--- src/rtl/vx_pkg.sv ---
`timescale 1ns/1ps
package vx_pkg;
  typedef enum logic [1:0] {
    OP_COPY_S = 2'd0,
    OP_COPY_U = 2'd1,
    OP_INSERT = 2'd2,
    OP_FILL   = 2'd3
  } vx_op_e;

  typedef enum logic [1:0] {
    FMT_BYTE = 2'd0,
    FMT_HALF = 2'd1,
    FMT_WORD = 2'd2,
    FMT_RSVD = 2'd3
  } vx_fmt_e;
endpackage

--- src/rtl/vx_lane_check.sv ---
`timescale 1ns/1ps
module vx_lane_check #(
  parameter int VEC_W = 128,
  parameter int SCL_W = 32,
  parameter int IDX_W = 4
) (
  input  vx_pkg::vx_fmt_e   fmt,
  input  logic [IDX_W-1:0]  lane,
  output logic              ok
);
  localparam int N_BYTE = VEC_W / 8;
  localparam int N_HALF = VEC_W / 16;
  localparam int N_WORD = VEC_W / SCL_W;

  logic [31:0] lane_x;
  assign lane_x = 32'(lane);

  always_comb begin
    unique case (fmt)
      vx_pkg::FMT_BYTE: ok = (lane_x < N_BYTE);
      vx_pkg::FMT_HALF: ok = (lane_x < N_HALF);
      vx_pkg::FMT_WORD: ok = (lane_x < N_WORD);
      default:          ok = 1'b0;
    endcase
  end
endmodule

--- src/rtl/vx_extract.sv ---
`timescale 1ns/1ps
module vx_extract #(
  parameter int VEC_W = 128,
  parameter int SCL_W = 32,
  parameter int IDX_W = 4
) (
  input  logic [VEC_W-1:0]  vec,
  input  vx_pkg::vx_fmt_e   fmt,
  input  logic [IDX_W-1:0]  lane,
  input  logic              sign_ext,
  output logic [SCL_W-1:0]  res
);
  localparam int OFF_W = $clog2(VEC_W);

  logic [OFF_W-1:0] off_b, off_h, off_w;
  logic [7:0]       sel_b;
  logic [15:0]      sel_h;
  logic [SCL_W-1:0] sel_w;

  assign off_b = OFF_W'({lane, 3'b000});
  assign off_h = OFF_W'({lane, 4'b0000});
  assign off_w = OFF_W'(32'(lane) * SCL_W);

  assign sel_b = vec[off_b +: 8];
  assign sel_h = vec[off_h +: 16];
  assign sel_w = vec[off_w +: SCL_W];

  always_comb begin
    unique case (fmt)
      vx_pkg::FMT_BYTE: res = sign_ext ? {{(SCL_W-8){sel_b[7]}}, sel_b}
                                       : {{(SCL_W-8){1'b0}}, sel_b};
      vx_pkg::FMT_HALF: res = sign_ext ? {{(SCL_W-16){sel_h[15]}}, sel_h}
                                       : {{(SCL_W-16){1'b0}}, sel_h};
      vx_pkg::FMT_WORD: res = sel_w;
      default:          res = '0;
    endcase
  end
endmodule

--- src/rtl/vx_merge.sv ---
`timescale 1ns/1ps
module vx_merge #(
  parameter int VEC_W = 128,
  parameter int SCL_W = 32,
  parameter int IDX_W = 4
) (
  input  logic [VEC_W-1:0]  old_vec,
  input  logic [SCL_W-1:0]  scalar,
  input  vx_pkg::vx_fmt_e   fmt,
  input  logic [IDX_W-1:0]  lane,
  input  logic              fill,
  output logic [VEC_W-1:0]  new_vec
);
  localparam int NB  = VEC_W / 8;
  localparam int BPW = SCL_W / 8;

  for (genvar b = 0; b < NB; b++) begin : g_byte
    logic       hit;
    logic [7:0] src;

    always_comb begin
      unique case (fmt)
        vx_pkg::FMT_BYTE: begin
          hit = fill || (lane == IDX_W'(b));
          src = scalar[7:0];
        end
        vx_pkg::FMT_HALF: begin
          hit = fill || (lane == IDX_W'(b / 2));
          src = scalar[8*(b % 2) +: 8];
        end
        vx_pkg::FMT_WORD: begin
          hit = fill || (lane == IDX_W'(b / BPW));
          src = scalar[8*(b % BPW) +: 8];
        end
        default: begin
          hit = 1'b0;
          src = 8'h00;
        end
      endcase
    end

    assign new_vec[8*b +: 8] = hit ? src : old_vec[8*b +: 8];
  end
endmodule

--- src/rtl/vx_bridge.sv ---
`timescale 1ns/1ps
module vx_bridge #(
  parameter int VEC_W = 128,
  parameter int SCL_W = 32,
  parameter int IDX_W = $clog2(VEC_W / 8)
) (
  input  logic              clk,
  input  logic              rst_n,
  input  logic              in_valid,
  input  logic [1:0]        op,
  input  logic [1:0]        fmt,
  input  logic [IDX_W-1:0]  lane,
  input  logic [SCL_W-1:0]  scalar_in,
  input  logic [VEC_W-1:0]  src_vec,
  input  logic [VEC_W-1:0]  dst_vec,
  output logic [SCL_W-1:0]  scalar_out,
  output logic              scalar_valid,
  output logic [VEC_W-1:0]  vector_out,
  output logic              vector_valid,
  output logic              err
);
  import vx_pkg::*;

  vx_op_e  op_e;
  vx_fmt_e fmt_e;
  assign op_e  = vx_op_e'(op);
  assign fmt_e = vx_fmt_e'(fmt);

  logic             lane_ok;
  logic [SCL_W-1:0] ext_res;
  logic [VEC_W-1:0] mrg_res;

  vx_lane_check #(.VEC_W(VEC_W), .SCL_W(SCL_W), .IDX_W(IDX_W)) u_check (
    .fmt (fmt_e),
    .lane(lane),
    .ok  (lane_ok)
  );

  vx_extract #(.VEC_W(VEC_W), .SCL_W(SCL_W), .IDX_W(IDX_W)) u_extract (
    .vec     (src_vec),
    .fmt     (fmt_e),
    .lane    (lane),
    .sign_ext(op_e == OP_COPY_S),
    .res     (ext_res)
  );

  vx_merge #(.VEC_W(VEC_W), .SCL_W(SCL_W), .IDX_W(IDX_W)) u_merge (
    .old_vec(dst_vec),
    .scalar (scalar_in),
    .fmt    (fmt_e),
    .lane   (lane),
    .fill   (op_e == OP_FILL),
    .new_vec(mrg_res)
  );

  // next-state
  logic s_en, v_en, e_nx;
  logic is_copy;
  always_comb begin
    is_copy = (op_e == OP_COPY_S) || (op_e == OP_COPY_U);
    s_en    = in_valid && lane_ok && is_copy;
    v_en    = in_valid && lane_ok && !is_copy;
    e_nx    = in_valid && !lane_ok;
  end

  // registers
  always_ff @(posedge clk or negedge rst_n) begin
    if (!rst_n) begin
      scalar_out   <= '0;
      vector_out   <= '0;
      scalar_valid <= 1'b0;
      vector_valid <= 1'b0;
      err          <= 1'b0;
    end else begin
      scalar_valid <= s_en;
      vector_valid <= v_en;
      err          <= e_nx;
      if (s_en) scalar_out <= ext_res;
      if (v_en) vector_out <= mrg_res;
    end
  end
endmodule

--- config.mk ---
export PLATFORM = sky130hd
export DESIGN_NAME = vx_bridge
export DESIGN_NICKNAME = d
export VERILOG_FILES = /design/src/rtl/vx_pkg.sv /design/src/rtl/vx_lane_check.sv /design/src/rtl/vx_extract.sv /design/src/rtl/vx_merge.sv /design/src/rtl/vx_bridge.sv
export SDC_FILE = /design/constraint.sdc
export NUM_CORES = 1
export LEC_CHECK = 0
export BUFFER_PORTS_ARGS = -buffer_cell sky130_fd_sc_hd__buf_2
export CORE_AREA = 2 2 181 183
export CTS_CLUSTER_DIAMETER = 200
export DETAILED_ROUTE_END_ITERATION = 7
export DIE_AREA = 0 0 183 185
export GPL_TIMING_DRIVEN = 0
export PLACE_DENSITY = 0.7
export REMOVE_ABC_BUFFERS = 1
export SYNTH_ARGS = -nofsm -noshare
export SYNTH_HDL_FRONTEND = slang
export SYNTH_SLANG_ARGS = --single-unit
export TNS_END_PERCENT = 10
--- constraint.sdc ---
create_clock -name clk -period 0.8 [get_ports clk]
set_input_delay 0.16 -clock clk [delete_from_list [all_inputs] [get_ports clk]]
set_output_delay 0.16 -clock clk [all_outputs]
set_load 0.02 [all_outputs]
==> metrics.md, run 1 <==
| Metric | Value |
|---|---|
| Outcome | finished, violations left |
| Violated checks | negative hold slack, negative setup slack |
| WHS | -0.341 ns |
| Placed Cells | between 1.5k and 2k |
| Worst r2r src | vector_out[8] |
| Vias post-DR | approximately 12k |
| Dominant synthesized flop cell | dfrtp_1 |
| Synthesized area per cell | 11.1 µm² |
| DRC errors left | 0 |
| Final WL | about 51 mm |
| CP endpoint kind | register |
| Core Region | around 0.032 mm² |
| Max-slew violation count | 0 |
| Count of flip-flops with a built-in enable after synthesis | 0 |
| Final hold violation count | 74 |
| Vias in the first global route | roughly 12k |
| P_leak | 7.63 nW |
| Share of cells above drive strength 1 | 52.2% |
| Nets | approximately 1.9k |
| Library cells used by synthesis | 58 |
| Critical Path RT | approximately 1.1 ns |
| Largest net degree at the start of global routing | 103 |
| Startpoint Class | input pin |
| Seq/Total Area, Yosys | a little under two fifths |
| Final setup violation count | 325 |
| Critical Path AT | ~2.0 ns |
| Port-buffer cells | around 460 |
| Worst Slack Setup Final | -0.934 ns |
| Peak VDD IR | 0.00133 V |
| Reg2Reg Depth | 1 |
| Gr usage total | between 20 and 30% |
| Power per Cell Area | between 2000 and 2500 mW/mm² |
| Fmax | 577 MHz |
| Rows | 66 |
| Critical path peak fanout | 20 |
| Critical-path cell list | buf_12, clkinv_8, buf_6, ha_4, nor2_2, a2111oi_4, buf_6, buf_8, buf_12, nand2_4, nand2_1, o211ai_1 |
| GRT overflow | 0 |
| Iter 0 DRT Violations | 1177 |
| Die H | about 190 µm |
| Hold Crit Class | input pin to asynchronous set/reset pin |
| RePlAce Congestion | roughly 0.9 |
| Io pins | around 460 |
| Mapped cell area | around 0.011 mm² |
| Post-DP HPWL | 31.4 mm |
| Synthesized flop and latch total | roughly 160 |
| MaxCap Viol Count | 0 |
| Crit path kind | input pin to register |
| Root Driver | clkbuf_16 |
| Max_slew headroom | 43.2% |
| Synth Instances | a little under 1k |
| Number of CTS-inserted buffers | 17 |
| DR pass1 iterations | 7 |
| Initial Util | 33.7% |
| Initial antenna violation count | 3 |
| Via density | ~6.0 |
| CTS Sinks | 163 |
| CTS H-tree depth | 4 |
| Asr flop ratio synth | 100% |
| Clock Pin Slew Worst Setup and Hold Paths | 0.07 ns |
| Pre-CTS setup slack | -4.31 ns |
| Critical-path top delay cell | a2111oi_4 |
| Clk buf depth | 2 |
| Tcrit/Tclk final | 217% |
| First-pass GRT wire length | 71.4 mm |
| Die area | around 0.034 mm² |
| Crit path time final | 1.73 ns |
| RSZ-0062 raised after global routing | yes |
| Worst-Margin Slew | about 0.85 ns |
| Clock latency on the worst-skew pair | roughly 0.43 ns |
| CTS tree | built |
| ANT nets after route | 0 |
| Synth Warn # | 0 |
| Area grow syn2layout | 59.6% |
| Crit. Startpoint | fmt[0] |
| Die W | roughly 180 µm |
| Drt wl/cell | ~26 µm |
| Skew final | 0 ns |
| Post-route insts no fill | ~2k |
| Crit path largest cell delay | approximately 0.37 ns |
[repair_timing]
action / 4_1_cts / 5_1_grt
setup buffers: 71 / 15
gates cloned: 24 / 5
hold endpoints to repair: 159 / 81
hold buffers: 75 / 3
pin swaps: 85 / 28
endpoints found under the setup margin: 326 / 325
resized for setup: 272 / 115
[worst max-delay path, delay by kind of cell]
kind	cells	cell delay (ns)
AO/OA/AOI/OAI	2	0.46
AND/OR/NAND/NOR	3	0.48
buffers and inverters	6	0.73
adder cells (fa/ha/maj)	1	0.19
[cell usage in the layout, fill, tap and decap left out, drive strengths merged, types with 9 or more instances in the layout]
master	instances
a222oi	9
a221o	81
buf	553
mux2	12
and2	10
clkbuf	19
nand3	25
a211oi	18
dfrtp	163
dlygate4sd3	78
inv	14
nand2	101
a22o	29
a21oi	33
o21ai	47
mux4	87
nand2b	15
o211ai	16
mux2i	44
nor2b	9
a31oi	26
nor2	108
[synthesized netlist by cell type, types with 5 or more instances]
cell type	n	share of area, %
inv_1	5	0.17
o21ai_0	38	1.8
a211oi_2	9	1.0
o211ai_1	16	1.1
nand3_1	25	1.2
nor2_1	108	3.8
mux2_2	12	1.3
buf_6	9	0.94
dfrtp_1	163	38
o21ai_1	8	0.37
nor3_1	8	0.37
and2_1	8	0.46
a221o_1	81	7.5
a211oi_1	7	0.49
buf_4	13	0.90
buf_2	45	2.1
o22ai_1	7	0.41
mux2i_1	44	4.1
clkbuf_1	30	1.0
nand3b_1	6	0.42
nor2b_1	7	0.41
a21oi_1	32	1.5
a222oi_1	9	0.83
ha_1	5	0.58
mux4_2	87	18
o221ai_1	6	0.49
nand2_1	83	2.9
a31oi_1	26	1.5
a22o_1	29	2.4
nand2b_1	15	0.87
[flip-flops by register name, summed over array words and instances (netlist names)]
| register | count |
|---|---|
| err | 1 |
| vector_out | 128 |
| vector_valid | 1 |
| scalar_out | 32 |
| scalar_valid | 1 |
[metrics by stage]
stage	TNS (ns)	power (mW)	cell area, µm²	util (%)	hold WS, ns
2_1_floorplan	-518.76	18.2	10300	-	-0.136
3_3_place_gp	-1368.81	23.1	13100	40.8	0.392
3_5_place_dp	-618.37	23.3	13300	41.4	0.135
4_1_cts	-184.53	34.2	16700	52.2	-0.330
5_1_grt	-208.53	36.6	17200	53.8	-0.316
6_report	-194.42	35.2	17200	53.8	-0.341
[per-layer routing]
metal	GRT usage (%)	up-vias	share of wire, %	wire length [µm]
met3	6.37	144	8.3	4210
met2	49.8	748	50	25400
li1	-	5025	-	-
met1	32.1	5949	37	18600
met5	0	-	0.043	22
met4	13.4	4	4.9	2490
[final timing paths]
| path | to | slack (ns) |
|---|---|---|
| worst min register to register | vector_out[38] | 0.48 |
| min in group clk | vector_out[25] | -0.02 |
| worst max-delay path | vector_out[116] | -0.93 |
| worst max register to register | vector_out[8] | -0.15 |
| max in group asynchronous | vector_out[125] | 0.19 |
| worst min-delay path | vector_out[100] | -0.34 |
[area by class of cell]
class / count / area [µm²]
Fill cell: 2650 / 14800
Multi-Input combinational cell: 727 / 7030
Timing Repair Buffer: 635 / 4900
Sequential cell: 163 / 4080
Tap cell: 408 / 510
Clock buffer: 18 / 429
Clock inverter: 14 / 173
Timing Repair inverter: 5 / 63.8
Inverter: 6 / 56.3
Antenna cell: 1 / 2.50
[report_power, final]
part           switching, mW  internal, mW
sequential              1.55          10.4
clock                   3.90          4.71
combinational           7.69          6.91
[logic make-up (layout without fill, tap and decap cells)]
group / count (synthesis) / in the layout / share of synthesized area (%)
other: 0 / 1 / 0
flip-flops: 163 / 163 / 37.7
buffers and inverters: 104 / 678 / 5.21
adder cells (fa/ha/maj): 5 / 5 / 0.579
AO/OA/AOI/OAI: 285 / 285 / 21.5
multiplexers: 143 / 143 / 23.5
AND/OR/NAND/NOR: 276 / 294 / 11.6
Note: power is estimated with default switching activity, not from simulation.
==> run 2, diff against run 1 <==
--- a/config.mk
+++ b/config.mk
@@ -6,12 +6,12 @@
 export NUM_CORES = 1
 export LEC_CHECK = 0
 export BUFFER_PORTS_ARGS = -buffer_cell sky130_fd_sc_hd__buf_2
-export CORE_AREA = 2 2 181 183
+export CORE_AREA = 10 10 172 174
 export CTS_CLUSTER_DIAMETER = 200
 export DETAILED_ROUTE_END_ITERATION = 7
-export DIE_AREA = 0 0 183 185
+export DIE_AREA = 0 0 182 184
 export GPL_TIMING_DRIVEN = 0
-export PLACE_DENSITY = 0.7
+export PLACE_DENSITY = 0.81
 export REMOVE_ABC_BUFFERS = 1
 export SYNTH_ARGS = -nofsm -noshare
 export SYNTH_HDL_FRONTEND = slang
==> constraint.sdc (replaced) <==
create_clock -name clk -period 2.11 [get_ports clk]
set_input_delay 0.422 -clock clk [delete_from_list [all_inputs] [get_ports clk]]
set_output_delay 0.422 -clock clk [all_outputs]
set_load 0.02 [all_outputs]
==> run 2 against run 1 <==
The run now ends clean. Combinational power down 68%. Clock skew unchanged. Sequential cell count unchanged. Sequential share of layout area up 4.3 points. Critical path depth down 6. Hold slack better by 0.57 ns. Final area down 15%. Cell count down 11%. Largest cell class unchanged. Critical path type unchanged. Sequential power down 63%.
==> metrics.md, run 2 (same netlist as run 1, synthesis figures left out) <==
| Metric | Value |
|---|---|
| Biggest regs | vector_out (128), scalar_out (32) (unchanged) |
| CTS Sinks | 163 (unchanged) |
| Antenna diodes | 0 (was 1) |
| ANT nets after route | 0 (unchanged) |
| Worst r2r src | vector_out[84] (was vector_out[8]) |
| Placed Cells | 1680 (was 1754) |
| Reg2Reg Depth | 1 (unchanged) |
| Skew final | 0 ns (unchanged) |
| Core Region | 0.0259 mm² (was 0.0320 mm²) |
| P_leak | 6.65 nW (was 7.63 nW) |
| Worst Slack Setup Final | 0.0282 ns (was -0.934 ns) |
| Clock Pin Slew Worst Setup and Hold Paths | 0.08 ns (was 0.07 ns) |
| Startpoint Class | input pin (unchanged) |
| Most flop-heavy register | vector_out (unchanged) |
| Worst-Margin Slew | 0.835 ns (was 0.851 ns) |
| Crit path largest cell delay | 0.55 ns (was 0.37 ns) |
| Max_slew headroom | 44.1% (was 43.2%) |
| Critical path peak fanout | 81 (was 20) |
| DRC errors left | 0 (unchanged) |
| Hold Crit Class | input pin to register (was input pin to asynchronous set/reset pin) |
| Number of CTS-inserted buffers | 17 (unchanged) |
| Final hold violation count | 0 (was 74) |
| Die area | 0.0335 mm² (was 0.0339 mm²) |
| Io pins | 462 (unchanged) |
| Critical-path cell list | buf_8, buf_16, mux4_2, a22o_1, a211oi_1, a21oi_1 (was buf_12, clkinv_8, buf_6, ha_4, nor2_2, a2111oi_4, buf_6, buf_8, buf_12, nand2_4, nand2_1, o211ai_1) |
| MaxCap Viol Count | 0 (unchanged) |
| Final WL | 47.6 mm (was 50.8 mm) |
| Initial antenna violation count | 5 (was 3) |
| DR pass1 iterations | 8 (was 7) |
| Via density | 6.26 (was 6.00) |
| Gr usage total | 27.0% (was 28.1%) |
| Vias in the first global route | 11.5k (was 11.8k) |
| Initial Util | 41.7% (was 33.7%) |
| Final setup violation count | 0 (was 325) |
| Port-buffer cells | 461 (unchanged) |
| Share of cells above drive strength 1 | 49.4% (was 52.2%) |
| Max FFs per register | 128 (unchanged) |
| Crit path time final | approximately 2.1 ns |
| Fmax | around 480 MHz |
| Pre-CTS setup slack | -2.86 ns (was -4.31 ns) |
| Tcrit/Tclk final | 98.7% |
| Outcome | finished clean (was finished, violations left) |
| Crit path kind | input pin to register (unchanged) |
| Critical Path RT | 2.41 ns (was 1.11 ns) |
| Max-slew violation count | 0 (unchanged) |
| Power per Cell Area | 837 mW/mm² (was 2040 mW/mm²) |
| Hold depth | 2 |
| Most common cell after layout, fill and taps aside | buf_2 (unchanged) |
| RSZ-0062 raised after global routing | yes (unchanged) |
| CTS tree | built (unchanged) |
| Final total power | 12.2 mW (was 35.2 mW) |
| Hold path start | dst_vec[46] |
| Rows | 59 (was 66) |
| Post-route insts no fill | 1753 (was 1977) |
| Clk buf depth | 2 (unchanged) |
| Post-DP HPWL | 34.7 mm (was 31.4 mm) |
| Worst path top cell family by delay | buffers and inverters (unchanged) |
| Root Driver | clkbuf_16 (unchanged) |
| Vias post-DR | 11.0k (was 11.9k) |
| Peak VDD IR | 0.000547 V (was 0.00133 V) |
| Crit. Startpoint | lane[1] (was fmt[0]) |
| Drt wl/cell | 27.2 µm (was 25.7 µm) |
| CTS H-tree depth | 4 (unchanged) |
| Iter 0 DRT Violations | 1138 (was 1177) |
| Critical-path top delay cell | mux4_2 (was a2111oi_4) |
| Critical Path AT | 2.38 ns (was 2.04 ns) |
| Nets | 1709 (was 1859) |
| GRT overflow | 0 (unchanged) |
| Area grow syn2layout | 34.9% (was 59.6%) |
| First-pass GRT wire length | 70.6 mm (was 71.4 mm) |
| Clock latency on the worst-skew pair | 0.41 ns (was 0.43 ns) |
| CP endpoint kind | register (unchanged) |
| RePlAce Congestion | 0.972 (was 0.902) |
| Crit path buffers/inverters | 2 (was 6) |
| Die W | 182 µm (was 183 µm) |
| Largest net degree at the start of global routing | 85 (was 103) |
| Commonest non-fill, non-tap cells in the layout | buf_2, dfrtp_1, nor2_1 (unchanged) |
| Die H | 184 µm (was 185 µm) |
| Cell count along the critical path | 6 (was 12) |
-- run 2: timing repair --
item                                    CTS  global route
resized for setup                        68            30
endpoints found under the setup margin  162           124
cloned                                    6             1
pin swaps                                14             6
hold buffers                              1             0
setup buffers                            28             5
hold endpoints to repair                 16             0
-- run 2: final cells by class --
class | count | area [µm²]
inverter | 6 | 41.3
fill | 2203 | 11300
clock buffer | 17 | 425
timing repair inverter | 1 | 11.3
timing repair buffer | 503 | 2940
multi-input combinational | 713 | 6510
clock inverter | 15 | 158
sequential | 163 | 4080
tap | 335 | 419
-- run 2: worst paths after layout --
kind                              endpoint  slack, ns
min reg2reg                 vector_out[39]       0.48
max                          scalar_out[5]       0.03
min                         vector_out[46]       0.23
max reg2reg                 vector_out[84]       1.20
min in group asynchronous  vector_out[105]       0.57
max in group asynchronous              err       0.67
-- run 2: routing by layer --
layer | vias to the layer above | wire, µm | GRT usage (%) | part of all wire, %
li1 | 4700 | - | - | -
met1 | 5415 | 17200 | 30.8 | 36
met2 | 730 | 23700 | 46.7 | 50
met3 | 125 | 4500 | 7.40 | 9.5
met4 | 4 | 2140 | 12.0 | 4.5
met5 | - | 20 | 0 | 0.042
-- run 2: power by group --
group / internal [mW] / switching (mW) / leakage [nW]
Sequential: 3.95 / 0.483 / 2.03
Combinational: 1.90 / 2.77 / 4.34
Clock: 1.59 / 1.52 / 0.289
-- run 2: through the flow --
| step | TNS [ns] | util [%] | hold slack [ns] | area (µm²) |
|---|---|---|---|---|
| 6_report | 0 | 56.3 | 0.225 | 14600 |
| 5_1_grt | -0.431 | 56.3 | 0.210 | 14600 |
| 4_1_cts | -0.0116 | 55.6 | 0.210 | 14400 |
| 2_1_floorplan | -347.93 | - | 0.126 | 10300 |
| 3_3_place_gp | -1012.86 | 50.1 | 0.458 | 13000 |
| 3_5_place_dp | -367.09 | 50.9 | 0.453 | 13200 |
